### config.mk
export PLATFORM = sky130hd
export DESIGN_NAME = i2c_cmd_seq
export DESIGN_NICKNAME = d
export VERILOG_FILES = /design/src/rtl/i2c_seq_pkg.sv /design/src/rtl/i2c_seq_buf.sv /design/src/rtl/i2c_seq_irq.sv /design/src/rtl/i2c_seq_fsm.sv /design/src/rtl/i2c_cmd_seq.sv
export SDC_FILE = /design/constraint.sdc
export NUM_CORES = 2
export LEC_CHECK = 0
export BUFFER_PORTS_ARGS = -buffer_cell sky130_fd_sc_hd__clkbuf_2
export CORE_UTILIZATION = 40
export CTS_CLUSTER_SIZE = 8
export DETAILED_ROUTE_END_ITERATION = 12
export PLACE_DENSITY = 0.51
export SLEW_MARGIN = 10
export SYNTH_ARGS = -nofsm -noshare
export SYNTH_HDL_FRONTEND = slang
export SYNTH_HIERARCHICAL = 1
export SYNTH_SLANG_ARGS = --single-unit
### constraint.sdc
create_clock -name clk -period 5.2 [get_ports clk]
set_input_delay 0.52 -clock clk [delete_from_list [all_inputs] [get_ports clk]]
set_output_delay 0.52 -clock clk [all_outputs]
set_load 0.01 [all_outputs]
### src/rtl/i2c_seq_pkg.sv
package i2c_seq_pkg;

    typedef enum logic [2:0] {
        OP_NONE  = 3'd0,
        OP_START = 3'd1,
        OP_SEND  = 3'd2,
        OP_RECV  = 3'd3,
        OP_NAK   = 3'd4,
        OP_STOP  = 3'd5
    } eng_op_e;

    typedef enum logic [2:0] {
        ST_IDLE, ST_START, ST_TX, ST_RX, ST_NAK, ST_STOP
    } seq_st_e;

    localparam int CB_START = 0;
    localparam int CB_TX    = 1;
    localparam int CB_RX    = 3;
    localparam int CB_LAST  = 4;
    localparam int CB_STOP  = 5;
    localparam int CB_TXBUF = 6;
    localparam int CB_RXBUF = 7;

    localparam int IS_TXACK  = 0;
    localparam int IS_TXNAK  = 1;
    localparam int IS_RXDONE = 2;
    localparam int IS_STOP   = 3;
    localparam int IS_W      = 4;

    localparam logic [2:0] RA_CMD  = 3'd0;
    localparam logic [2:0] RA_POOL = 3'd1;
    localparam logic [2:0] RA_BYTE = 3'd2;
    localparam logic [2:0] RA_ISTS = 3'd3;
    localparam logic [2:0] RA_IEN  = 3'd4;

    typedef struct packed {
        logic [7:0] rx_cnt;
        logic [7:0] rx_szm1;
        logic [7:0] tx_cntm1;
        logic [1:0] rsvd;
        logic [5:0] offset;
    } pool_t;

    function automatic seq_st_e first_step(input logic st, input logic tx,
                                           input logic rx, input logic sp);
        if (st)      return ST_START;
        else if (tx) return ST_TX;
        else if (rx) return ST_RX;
        else if (sp) return ST_STOP;
        else         return ST_IDLE;
    endfunction

    function automatic eng_op_e op_of(input seq_st_e s);
        case (s)
            ST_START: return OP_START;
            ST_TX:    return OP_SEND;
            ST_RX:    return OP_RECV;
            ST_NAK:   return OP_NAK;
            ST_STOP:  return OP_STOP;
            default:  return OP_NONE;
        endcase
    endfunction

endpackage

### src/rtl/i2c_seq_buf.sv
module i2c_seq_buf #(
    parameter int DEPTH = 256,
    parameter int AW    = $clog2(DEPTH)
) (
    input  logic          clk,
    input  logic          rst,
    input  logic          sw_we,
    input  logic [AW-1:0] sw_addr,
    input  logic [7:0]    sw_wdata,
    output logic [7:0]    sw_rdata,
    input  logic          sq_we,
    input  logic [AW-1:0] sq_addr,
    input  logic [7:0]    sq_wdata,
    output logic [7:0]    sq_rdata
);
    logic [7:0] mem [DEPTH];

    always_ff @(posedge clk) begin
        if (sq_we)      mem[sq_addr] <= sq_wdata;
        else if (sw_we) mem[sw_addr] <= sw_wdata;
    end

    assign sw_rdata = mem[sw_addr];
    assign sq_rdata = mem[sq_addr];

    AST_BUF_ONE_WRITER: assert property (@(posedge clk) disable iff (rst)
        !(sq_we && sw_we));
endmodule

### src/rtl/i2c_seq_irq.sv
module i2c_seq_irq #(
    parameter int W = 4
) (
    input  logic         clk,
    input  logic         rst,
    input  logic [W-1:0] set,
    input  logic         wr_sts,
    input  logic         wr_ien,
    input  logic [W-1:0] wdata,
    output logic [W-1:0] sts,
    output logic [W-1:0] ien,
    output logic         irq
);
    always_ff @(posedge clk) begin
        if (rst) begin
            sts <= '0;
            ien <= '0;
        end else begin
            sts <= (sts & ~(wr_sts ? wdata : '0)) | set;
            if (wr_ien) ien <= wdata;
        end
    end

    assign irq = |(sts & ien);

    AST_W1C_CLEARS: assert property (@(posedge clk) disable iff (rst)
        (wr_sts && set == '0) |=> (sts & $past(wdata)) == '0);
    AST_SET_STICKY: assert property (@(posedge clk) disable iff (rst)
        (|set) |=> (sts & $past(set)) == $past(set));
endmodule

### src/rtl/i2c_seq_fsm.sv
module i2c_seq_fsm
    import i2c_seq_pkg::*;
#(
    parameter int AW = 8
) (
    input  logic          clk,
    input  logic          rst,
    input  logic          wr_en,
    input  logic [2:0]    wr_addr,
    input  logic [31:0]   wr_data,
    output logic [15:0]   cmd_q,
    output logic [31:0]   pool_q,
    output logic [15:0]   byte_q,
    output logic          busy,
    output logic          eng_req,
    output logic [2:0]    eng_op,
    output logic [7:0]    eng_wdata,
    input  logic          eng_done,
    input  logic          eng_nak,
    input  logic [7:0]    eng_rdata,
    output logic [AW-1:0] buf_addr,
    output logic          buf_we,
    output logic [7:0]    buf_wdata,
    input  logic [7:0]    buf_rdata,
    output logic [IS_W-1:0] sts_set
);
    seq_st_e    st;
    logic [15:0] cmd;
    pool_t      pool;
    logic [15:0] bdat;
    logic [8:0] idx;

    logic       tx_buf, rx_buf, tx_last, rx_last;
    logic [8:0] tx_total, rx_total;

    assign tx_buf   = cmd[CB_TXBUF];
    assign rx_buf   = cmd[CB_RXBUF];
    assign tx_total = {1'b0, pool.tx_cntm1} + 9'd1;
    assign rx_total = {1'b0, pool.rx_szm1} + 9'd1;
    assign tx_last  = (idx + 9'd1) == tx_total;
    assign rx_last  = (idx + 9'd1) == rx_total;

    assign buf_addr  = AW'({pool.offset, 2'b00}) + AW'(idx);
    assign buf_we    = (st == ST_RX) && eng_done && rx_buf;
    assign buf_wdata = eng_rdata;

    assign busy      = (st != ST_IDLE);
    assign eng_req   = busy;
    assign eng_op    = op_of(st);
    assign eng_wdata = (st == ST_START || st == ST_TX) ?
                       (tx_buf ? buf_rdata : bdat[7:0]) : 8'h00;

    assign cmd_q  = cmd;
    assign pool_q = pool;
    assign byte_q = bdat;

    always_comb begin
        sts_set = '0;
        if (eng_done) begin
            case (st)
                ST_START: begin
                    sts_set[IS_TXNAK] = eng_nak;
                    sts_set[IS_TXACK] = !eng_nak;
                end
                ST_TX: begin
                    sts_set[IS_TXNAK] = eng_nak;
                    sts_set[IS_TXACK] = !eng_nak && (!tx_buf || tx_last);
                end
                ST_RX:   sts_set[IS_RXDONE] = !rx_buf || rx_last;
                ST_STOP: sts_set[IS_STOP] = 1'b1;
                default: ;
            endcase
        end
    end

    always_ff @(posedge clk) begin
        if (rst) begin
            st   <= ST_IDLE;
            cmd  <= '0;
            pool <= '0;
            bdat <= '0;
            idx  <= '0;
        end else begin
            case (st)
                ST_IDLE: if (wr_en) begin
                    case (wr_addr)
                        RA_CMD: begin
                            cmd <= wr_data[15:0];
                            idx <= '0;
                            st  <= first_step(wr_data[CB_START], wr_data[CB_TX],
                                              wr_data[CB_RX], wr_data[CB_STOP]);
                        end
                        RA_POOL: pool <= pool_t'({pool.rx_cnt, wr_data[23:0]});
                        RA_BYTE: bdat <= {8'h00, wr_data[7:0]};
                        default: ;
                    endcase
                end
                ST_START: if (eng_done) begin
                    cmd[CB_START] <= 1'b0;
                    if (eng_nak) begin
                        cmd[CB_TX]    <= 1'b0;
                        cmd[CB_RX]    <= 1'b0;
                        cmd[CB_LAST]  <= 1'b0;
                        cmd[CB_TXBUF] <= 1'b0;
                        cmd[CB_RXBUF] <= 1'b0;
                        st <= ST_STOP;
                    end else if (tx_buf && tx_total != 9'd1 && cmd[CB_TX]) begin
                        idx <= 9'd1;
                        st  <= ST_TX;
                    end else begin
                        cmd[CB_TX] <= 1'b0;
                        if (tx_buf) cmd[CB_TXBUF] <= 1'b0;
                        st <= first_step(1'b0, 1'b0, cmd[CB_RX], cmd[CB_STOP]);
                    end
                end
                ST_TX: if (eng_done) begin
                    if (eng_nak) begin
                        cmd[CB_TX]    <= 1'b0;
                        cmd[CB_RX]    <= 1'b0;
                        cmd[CB_LAST]  <= 1'b0;
                        cmd[CB_TXBUF] <= 1'b0;
                        cmd[CB_RXBUF] <= 1'b0;
                        idx <= '0;
                        st  <= ST_STOP;
                    end else if (tx_buf && !tx_last) begin
                        idx <= idx + 9'd1;
                    end else begin
                        cmd[CB_TX]    <= 1'b0;
                        cmd[CB_TXBUF] <= 1'b0;
                        idx <= '0;
                        st  <= first_step(1'b0, 1'b0, cmd[CB_RX], cmd[CB_STOP]);
                    end
                end
                ST_RX: if (eng_done) begin
                    if (rx_buf && !rx_last) begin
                        idx <= idx + 9'd1;
                    end else begin
                        if (rx_buf) begin
                            pool.rx_cnt   <= rx_total[7:0];
                            cmd[CB_RXBUF] <= 1'b0;
                        end else begin
                            bdat[15:8] <= eng_rdata;
                        end
                        idx <= '0;
                        if (cmd[CB_LAST]) begin
                            st <= ST_NAK;
                        end else begin
                            cmd[CB_RX] <= 1'b0;
                            st <= first_step(1'b0, 1'b0, 1'b0, cmd[CB_STOP]);
                        end
                    end
                end
                ST_NAK: if (eng_done) begin
                    cmd[CB_RX]   <= 1'b0;
                    cmd[CB_LAST] <= 1'b0;
                    st <= first_step(1'b0, 1'b0, 1'b0, cmd[CB_STOP]);
                end
                ST_STOP: if (eng_done) begin
                    cmd[CB_STOP] <= 1'b0;
                    st <= ST_IDLE;
                end
                default: st <= ST_IDLE;
            endcase
        end
    end

    AST_REQ_HOLD: assert property (@(posedge clk) disable iff (rst)
        (eng_req && !eng_done) |=> (eng_req && $stable(eng_op)));
    AST_TX_IDX_BOUND: assert property (@(posedge clk) disable iff (rst)
        (st == ST_TX && tx_buf) |-> (idx < tx_total));
    AST_RX_IDX_BOUND: assert property (@(posedge clk) disable iff (rst)
        (st == ST_RX && rx_buf) |-> (idx < rx_total));
    AST_STOP_ENDS: assert property (@(posedge clk) disable iff (rst)
        (st == ST_STOP && eng_done) |=> !busy);
endmodule

### src/rtl/i2c_cmd_seq.sv
module i2c_cmd_seq
    import i2c_seq_pkg::*;
#(
    parameter int BUF_DEPTH = 256,
    parameter int BUF_AW    = $clog2(BUF_DEPTH)
) (
    input  logic              clk,
    input  logic              rst,
    input  logic              reg_wr,
    input  logic [2:0]        reg_addr,
    input  logic [31:0]       reg_wdata,
    output logic [31:0]       reg_rdata,
    input  logic              buf_wr,
    input  logic [BUF_AW-1:0] buf_addr,
    input  logic [7:0]        buf_wdata,
    output logic [7:0]        buf_rdata,
    output logic              eng_req,
    output logic [2:0]        eng_op,
    output logic [7:0]        eng_wdata,
    input  logic              eng_done,
    input  logic              eng_nak,
    input  logic [7:0]        eng_rdata,
    output logic              busy,
    output logic              irq
);
    logic [15:0]     cmd_q, byte_q;
    logic [31:0]     pool_q;
    logic [IS_W-1:0] sts_set, sts, ien;
    logic [BUF_AW-1:0] sq_addr;
    logic            sq_we;
    logic [7:0]      sq_wdata, sq_rdata;

    i2c_seq_fsm #(.AW(BUF_AW)) u_fsm (
        .clk(clk), .rst(rst),
        .wr_en(reg_wr), .wr_addr(reg_addr), .wr_data(reg_wdata),
        .cmd_q(cmd_q), .pool_q(pool_q), .byte_q(byte_q), .busy(busy),
        .eng_req(eng_req), .eng_op(eng_op), .eng_wdata(eng_wdata),
        .eng_done(eng_done), .eng_nak(eng_nak), .eng_rdata(eng_rdata),
        .buf_addr(sq_addr), .buf_we(sq_we), .buf_wdata(sq_wdata),
        .buf_rdata(sq_rdata), .sts_set(sts_set)
    );

    i2c_seq_buf #(.DEPTH(BUF_DEPTH), .AW(BUF_AW)) u_buf (
        .clk(clk), .rst(rst),
        .sw_we(buf_wr && !busy), .sw_addr(buf_addr), .sw_wdata(buf_wdata),
        .sw_rdata(buf_rdata),
        .sq_we(sq_we), .sq_addr(sq_addr), .sq_wdata(sq_wdata),
        .sq_rdata(sq_rdata)
    );

    i2c_seq_irq #(.W(IS_W)) u_irq (
        .clk(clk), .rst(rst), .set(sts_set),
        .wr_sts(reg_wr && reg_addr == RA_ISTS),
        .wr_ien(reg_wr && reg_addr == RA_IEN),
        .wdata(reg_wdata[IS_W-1:0]),
        .sts(sts), .ien(ien), .irq(irq)
    );

    always_comb begin
        case (reg_addr)
            RA_CMD:  reg_rdata = {16'h0000, cmd_q};
            RA_POOL: reg_rdata = pool_q;
            RA_BYTE: reg_rdata = {16'h0000, byte_q};
            RA_ISTS: reg_rdata = 32'(sts);
            RA_IEN:  reg_rdata = 32'(ien);
            default: reg_rdata = 32'h0;
        endcase
    end
endmodule

# == After elaboration in Yosys (flattened, before gate mapping) ==
# Memories as Yosys holds them, arrays and structs flattened.
# Cells that the tools add are included.
# totals
out_inout_bits,54
ff_bits,84
wordCells,190
in_bits,65
ramBits,2048
n_memories,1
# op_classes
addsub,4
n_mux,87
n_bitwise,6
n_reduce_logical,45
n_eq_ne,29
# mem_list
name,words,word_bits,rd,rd_clocked_by_memory_dff,wr,line_no,source
u_buf.mem,256,8,2,0,1,i2c_seq_buf.sv:16,logic [7:0] mem [DEPTH];
# op_table
cell,n
$pmux W32 S5,1
$mux W8,12
$mux W9,10
$mux W3,19
$pmux W9 S4,1
$mux W16,2
$mux W32,1
$pmux W8 S2,2
$ne A2 B2 Y1 const B,13
$mux W24,1
$mux W1,20
$add A8 B1 Y9 const B,2
$eq A9 B9 Y1,2
$pmux W3 S6,1
$reduce_and A9 Y1,2
$pmux W3 S5,1
$reduce_and A7 Y1,2
$eq A3 B2 Y1 const B,4
$mux W2,6
$reduce_and A6 Y1,2
$logic_and A1 B1 Y1,10
$add A9 B1 Y9 const B,1
$eq A3 B3 Y1 const B,3
$ne A9 B1 Y1 const B,1
26 further kinds,52

# == Logic depth before layout (Yosys ltp) ==
# logic_depth
word_depth,8
depth_mapped,17
depth_no_buf,15

# == Cells and area by module ==
# Netlist, hierarchy kept.
# by_module_without_submodules
module,area_per_inst_um2,cells_each,instances,seq_area_each_um2
i2c_seq_buf,96379.9,5160,1,61499.0
i2c_seq_fsm,4463.0,558,1,1521.5
i2c_cmd_seq,694.4,100,1,0.0
i2c_seq_irq,315.3,33,1,160.2

# == Least setup slack after synthesis ==
# OpenSTA, ideal clock, no wires.
# synth_path
path_type,register -> register
start,register u_fsm.st[1]
end,"memory u_buf.mem[0][0], data pin"
synth_period_minus_slack_ns,4.475
arrival_time_ns,3.918
path_buffers,4
path_slack_ns,0.725
stages_incl_launch_ff,12
setup_time_ns,0.557
t_required_ns,4.643
path_cell_list,dfxtp_1 clkbuf_1 nor2_1 inv_1 nor2_1 clkinv_1 nor2b_1 nand2b_1 buf_2 buf_2 buf_2 mux2_2
# synth_via
elab_chain_cells,8
elab_cells_between_ends,11
classes_between,eq/ne: 1; mux: 4; reduce/logical: 6
# synth_rtl
element,line_no,source
"start, declared",i2c_seq_fsm.sv:27,seq_st_e st;
"start signal, assigned",i2c_seq_fsm.sv:90,"st <= first_step(wr_data[CB_START], wr_data[CB_TX],"
"start signal, assigned",i2c_seq_fsm.sv:113,"st <= first_step(1'b0, 1'b0, cmd[CB_RX], cmd[CB_STOP]);"
"start signal, assigned",i2c_seq_fsm.sv:131,"st <= first_step(1'b0, 1'b0, cmd[CB_RX], cmd[CB_STOP]);"
$reduce_bool A3 Y1,i2c_seq_fsm.sv:47,assign busy = (st != ST_IDLE);
named net busy,i2c_cmd_seq.sv:23,"output logic busy,"
$logic_not A1 Y1,i2c_cmd_seq.sv:45,".sw_we(buf_wr && !busy), .sw_addr(buf_addr), .sw_wdata(buf_wdata),"
$logic_and A1 B1 Y1,i2c_cmd_seq.sv:45,
$mux W1,i2c_seq_buf.sv:20,else if (sw_we) mem[sw_addr] <= sw_wdata;
$mux W1,i2c_seq_buf.sv:19,if (sq_we) mem[sq_addr] <= sq_wdata;
$mux W1 (implied by the code),i2c_seq_buf.sv:20,
$reduce_or A8 Y1 (no line),-,
$mux W8 (no line),-,
"end, declared",i2c_seq_buf.sv:16,
# The timed path passes the listed nets, and every way through them passes these cells.

# == Worst setup path after layout ==
# layout_path
start,"register u_fsm.pool, in the netlist u_fsm/pool_q[1]"
end,output eng_wdata[2]
# layout_via
elab_chain_cells,4
# layout_rtl
element,line_no,source
"start, declared",i2c_seq_fsm.sv:29,pool_t pool;
"start signal, assigned",i2c_seq_fsm.sv:93,"RA_POOL: pool <= pool_t'({pool.rx_cnt, wr_data[23:0]});"
$add A8 B8 Y8,i2c_seq_fsm.sv:43,"assign buf_addr = AW'({pool.offset, 2'b00}) + AW'(idx);"
named net sq_addr[5],i2c_cmd_seq.sv:29,logic [BUF_AW-1:0] sq_addr;
$mem_v2 Z256 W8,-,
named net sq_rdata[2],i2c_cmd_seq.sv:31,"logic [7:0] sq_wdata, sq_rdata;"
$mux W8,i2c_seq_fsm.sv:51,(tx_buf ? buf_rdata : bdat[7:0]) : 8'h00;
$mux W8,i2c_seq_fsm.sv:50,assign eng_wdata = (st == ST_START || st == ST_TX) ?
"end, declared",i2c_cmd_seq.sv:19,"output logic [7:0] eng_wdata,"
# The timed path passes the listed nets, and every way through them passes these cells.

==> insert_results.sql <==
INSERT INTO impl_metrics (metric_group, metric, value, unit) VALUES
('power_and_ir_drop', 'powerDensity', '380.1', 'nW/um^2'),
('clocking', 'numCtsBuffers', '317', ''),
('placed_design', 'dp_slack', '-0.3577', 'ns'),
('global_routing', 'grt_pass1_wl', '504.5', 'mm'),
('sta', 'finalSetupViolations', '2', ''),
('worst_setup_path', 'crit_end', 'eng_wdata[2]', ''),
('worst_setup_path', 'critPathCaptureType', 'output pin', ''),
('clocking', 'tritoncts_num_sinks', '2132', ''),
('route', 'drt_first_iter_violations', '8066', ''),
('route', 'dr.pass1.iters', '8', ''),
('power_and_ir_drop', 'static_power_due_to_leakage', '38.01', 'nW'),
('floorplanning', 'fp.dieH', '506.6', 'um'),
('min_path', 'hold_path.class', 'input port to flop', ''),
('global_routing', 'number_of_global_route_vias_before_repair', '63840', ''),
('synth', 'synth_top_area_share', '0.6038', ''),
('route', 'routedWlPerCell', '36.62', 'um'),
('route', 'avgViaCountPerCell', '6.438', ''),
('floorplanning', 'initial_core_util', '0.4037', ''),
('clocking', 'clkSlewWorstSetupHoldPaths', '0.05', 'ns'),
('clocking', 'worst_skew_pair.late_latency', '0.95', 'ns'),
('synth', 'ys_ff_latch', '2132', ''),
('power_and_ir_drop', 'clock_group_share_of_total_power', '0.395', ''),
('route', 'count_of_vias_placed_by_the_detailed_router', '64250', ''),
('worst_setup_path', 'timing.critical_path.required', '4.68', 'ns'),
('placed_design', 'gp_routability_congestion', '0.9081', ''),
('placed_design', 'io_port_bufs', '110', ''),
('floorplanning', 'placementRows', '184', ''),
('worst_setup_path', 'cp-start-kind', 'flop', ''),
('power_and_ir_drop', 'power.switching_fraction', '0.2674', ''),
('sta', 'timing.final.hold_violations', '0', ''),
('route', 'ant_nets', '0', ''),
('layout', 'area_added_between_synthesis_and_finish', '18.39', '%'),
('worst_setup_path', 'endpoint_of_the_worst_slack_reg_to_reg_timing_path', 'u_buf/mem[246][7]$_DFFE_PP_', ''),
('synth', 'syn-instance-count', '5851', ''),
('sta', 'clock_skew', '0.05665', 'ns'),
('synth', 'synth.largest_area_cell', 'sky130_fd_sc_hd__edfxtp_1', ''),
('power_and_ir_drop', 'power.net_switching', '12.26', 'mW'),
('power_and_ir_drop', 'seq_power_share', '0.441', ''),
('layout', 'drive_above_1_share', '0.3523', ''),
('clocking', 'clock_tree.buffer_depth', '4', ''),
('sta', 'drv_slew', '0', ''),
('layout', 'multi_input_comb_area', '37050', 'sq um'),
('clocking', 'ctsHtreeMaxLevel', '5', ''),
('synth', 'synth-warning-count', '6', ''),
('clocking', 'tritoncts', 'done', ''),
('layout', 'final_common_cell', 'sky130_fd_sc_hd__edfxtp_1', ''),
('outcome', 'violations', 'setup timing', ''),
('sta', 'final.min_clock_period', '5.244', 'ns'),
('power_and_ir_drop', 'design_power_total', '45.83', 'mW'),
('power_and_ir_drop', 'ir_worst_vdd', '0.4043', 'mV'),
('sta', 'hold_ws', '0.08344', 'ns'),
('layout', 'layout_common_cells', '2048 x sky130_fd_sc_hd__edfxtp_1, 858 x sky130_fd_sc_hd__mux4_2, 643 x sky130_fd_sc_hd__buf_4, 402 x sky130_fd_sc_hd__mux2i_1, 354 x sky130_fd_sc_hd__nor2_1', ''),
('synth', 'synth-async-reset-ratio', '0', ''),
('worst_setup_path', 'critPathKind', 'flop to output pin', ''),
('sta', 'clock.fmax', '190.7', 'MHz'),
('worst_setup_path', 'worst-r2r-setup-slack', '0.66', 'ns'),
('placed_design', 'dp.final_hpwl', '246.6', 'mm'),
('synth', 'synth_edf_count', '2048', ''),
('synth', 'yosys.cell_types.count', '90', ''),
('power_and_ir_drop', 'cellInternalPower', '33.57', 'mW'),
('sta', 'timing.slew.headroom', '0.2494', ''),
('synth', 'netlist_top_cells_area', 'sky130_fd_sc_hd__edfxtp_1 60%, sky130_fd_sc_hd__mux4_2 19%, sky130_fd_sc_hd__mux2i_1 4.0%, sky130_fd_sc_hd__a22oi_1 2.1%, sky130_fd_sc_hd__dfxtp_1 1.7%', ''),
('global_routing', 'antenna_found_initial', '12', ''),
('outcome', 'outcome', 'complete, but fails checks', ''),
('sta', 'final_critical_path_setup_slack', '-0.04416', 'ns'),
('synth', 'mappedNetlistNets', '5926', ''),
('sta', 'tightest_slew', '1.117', 'ns'),
('layout', 'filler_cell_count', '21340', ''),
('sta', 'grt_setup_unrepaired', 'yes', ''),
('layout', 'fin_nets', '6653', ''),
('floorplanning', 'die_width', '506.6', 'um');
-- power by group through the flow --
stage	Combinational, mW	Sequential (mW)	Clock, mW
6_report	7.53	20.2	18.1
5_1_grt	7.79	20.2	19.0
4_1_cts	7.42	20.2	18.4
3_5_place_dp	7.18	20.5	0
3_3_place_gp	7.13	20.5	0
2_1_floorplan	3.98	20.6	0
-- synth_stat cells, types with 20 or more instances --
cell                       count
sky130_fd_sc_hd__o21ai_0      46
sky130_fd_sc_hd__buf_4        55
sky130_fd_sc_hd__dfxtp_1      84
sky130_fd_sc_hd__nand4_1      20
sky130_fd_sc_hd__nor2_1      361
sky130_fd_sc_hd__a32oi_1      22
sky130_fd_sc_hd__nor4_1       21
sky130_fd_sc_hd__inv_1        22
sky130_fd_sc_hd__a211oi_1     41
sky130_fd_sc_hd__a221oi_1     32
sky130_fd_sc_hd__nor3_1       35
sky130_fd_sc_hd__nor2b_1      28
sky130_fd_sc_hd__buf_6        55
sky130_fd_sc_hd__clkbuf_1    200
sky130_fd_sc_hd__buf_2        96
sky130_fd_sc_hd__buf_1        35
sky130_fd_sc_hd__mux2i_1     403
sky130_fd_sc_hd__nand3b_1     20
sky130_fd_sc_hd__buf_8        28
sky130_fd_sc_hd__a31oi_1      43
sky130_fd_sc_hd__a22oi_1     283
sky130_fd_sc_hd__a21oi_1     198
sky130_fd_sc_hd__a22o_1       38
sky130_fd_sc_hd__nand3_1      70
sky130_fd_sc_hd__and2_1       22
sky130_fd_sc_hd__nand2_1     218
sky130_fd_sc_hd__o22ai_1      58
sky130_fd_sc_hd__xnor2_1      22
sky130_fd_sc_hd__mux4_2      858
sky130_fd_sc_hd__o221ai_1     84
sky130_fd_sc_hd__edfxtp_1   2048
-- repair_timing --
action | CTS | global route
setup buffers | 37 | 17
pin swaps | 47 | 46
hold buffers | 33 | 0
gates cloned | 3 | 2
setup endpoints to repair | 8 | 8
hold endpoints to repair | 63 | 0
gates resized for setup | 222 | 68
-- worst max-delay path: stages (launching register included) --
cell and delay (ns):
sky130_fd_sc_hd__dfxtp_4 0.36, sky130_fd_sc_hd__ha_4 0.23, sky130_fd_sc_hd__a21o_1 0.16, sky130_fd_sc_hd__a21oi_2 0.17
sky130_fd_sc_hd__buf_4 0.16, sky130_fd_sc_hd__xnor2_4 0.07, sky130_fd_sc_hd__buf_12 0.16, sky130_fd_sc_hd__or2_4 0.25
sky130_fd_sc_hd__nor2_4 0.20, sky130_fd_sc_hd__buf_8 0.18, sky130_fd_sc_hd__o211ai_1 0.23, sky130_fd_sc_hd__nand4_1 0.29
sky130_fd_sc_hd__a221oi_2 0.10, sky130_fd_sc_hd__buf_6 0.17, sky130_fd_sc_hd__nor4_4 0.49, sky130_fd_sc_hd__buf_4 0.19
sky130_fd_sc_hd__mux2i_1 0.06, sky130_fd_sc_hd__nor2_1 0.12, sky130_fd_sc_hd__buf_2 0.14
-- layout make-up --
class / count / area share
Sequential cell: 2132 / 0.5241
Multi-Input combinational cell: 3211 / 0.3073
Clock buffer: 359 / 0.06815
Timing Repair Buffer: 892 / 0.06412
Tap cell: 3348 / 0.03474
Inverter: 24 / 0.0008094
Clock inverter: 7 / 0.0006226
Antenna cell: 7 / 0.0001453
-- state kept, by name, summed over array words and instances, names as in the netlist --
signal	flops
u_fsm/cmd_q	16
u_fsm/byte_q	16
u_fsm/st	3
u_fsm/idx	9
u_irq/sts	4
u_irq/ien	4
u_buf/mem	2048
u_fsm/pool_q	32
-- routing by layer --
| layer | track usage | wire length [um] | vias up |
|---|---|---|---|
| met3 | 0.05685 | 32050 | 607 |
| met2 | 0.4401 | 169200 | 3410 |
| met1 | 0.3882 | 148700 | 34260 |
| met4 | 0.1103 | 15430 | 0 |
| li1 | - | - | 25970 |
| met5 | 0 | 0 | - |
-- cell families after synthesis --
family	count (synthesis)	synth area share
xor gates and xnor gates	37	0.003317
and+or+nand+nor	897	0.04109
muxes	1284	0.2325
DFF	2132	0.6203
buffers and inverters	509	0.03152
adders and majority gates	11	0.001400
AOI/OAI and AO/OA	981	0.06990
-- how the worst min path moves through the flow --
stage / endpoint / cells after the start / start
2_1_floorplan: u_fsm/cmd_q[2]$_SDFFE_PP0P_ / 2 / u_fsm/cmd_q[2]$_SDFFE_PP0P_
3_5_place_dp: u_fsm/byte_q[8]$_SDFFE_PP0P_ / 2 / u_fsm/byte_q[8]$_SDFFE_PP0P_
4_1_cts: u_fsm/byte_q[7]$_SDFFE_PP0P_ / 3 / reg_wr
5_1_grt: u_fsm/byte_q[4]$_SDFFE_PP0P_ / 3 / reg_wr
3_3_place_gp: u_fsm/byte_q[8]$_SDFFE_PP0P_ / 2 / u_fsm/byte_q[8]$_SDFFE_PP0P_
6_report: u_fsm/byte_q[6]$_SDFFE_PP0P_ / 3 / reg_wr
-- metrics by stage --
step           instances  cell area, sq um   TNS, ns  utilization
2_1_floorplan       5851            101900         0            -
3_3_place_gp        9521            109900    -1.480       0.4357
5_1_grt             9976            120600   -0.4728       0.4778
4_1_cts             9955            120100  -0.07444       0.4758
6_report            9980            120600  -0.05354       0.4779
3_5_place_dp        9521            109900    -1.382       0.4357
(Power assumes the default switching activity.)
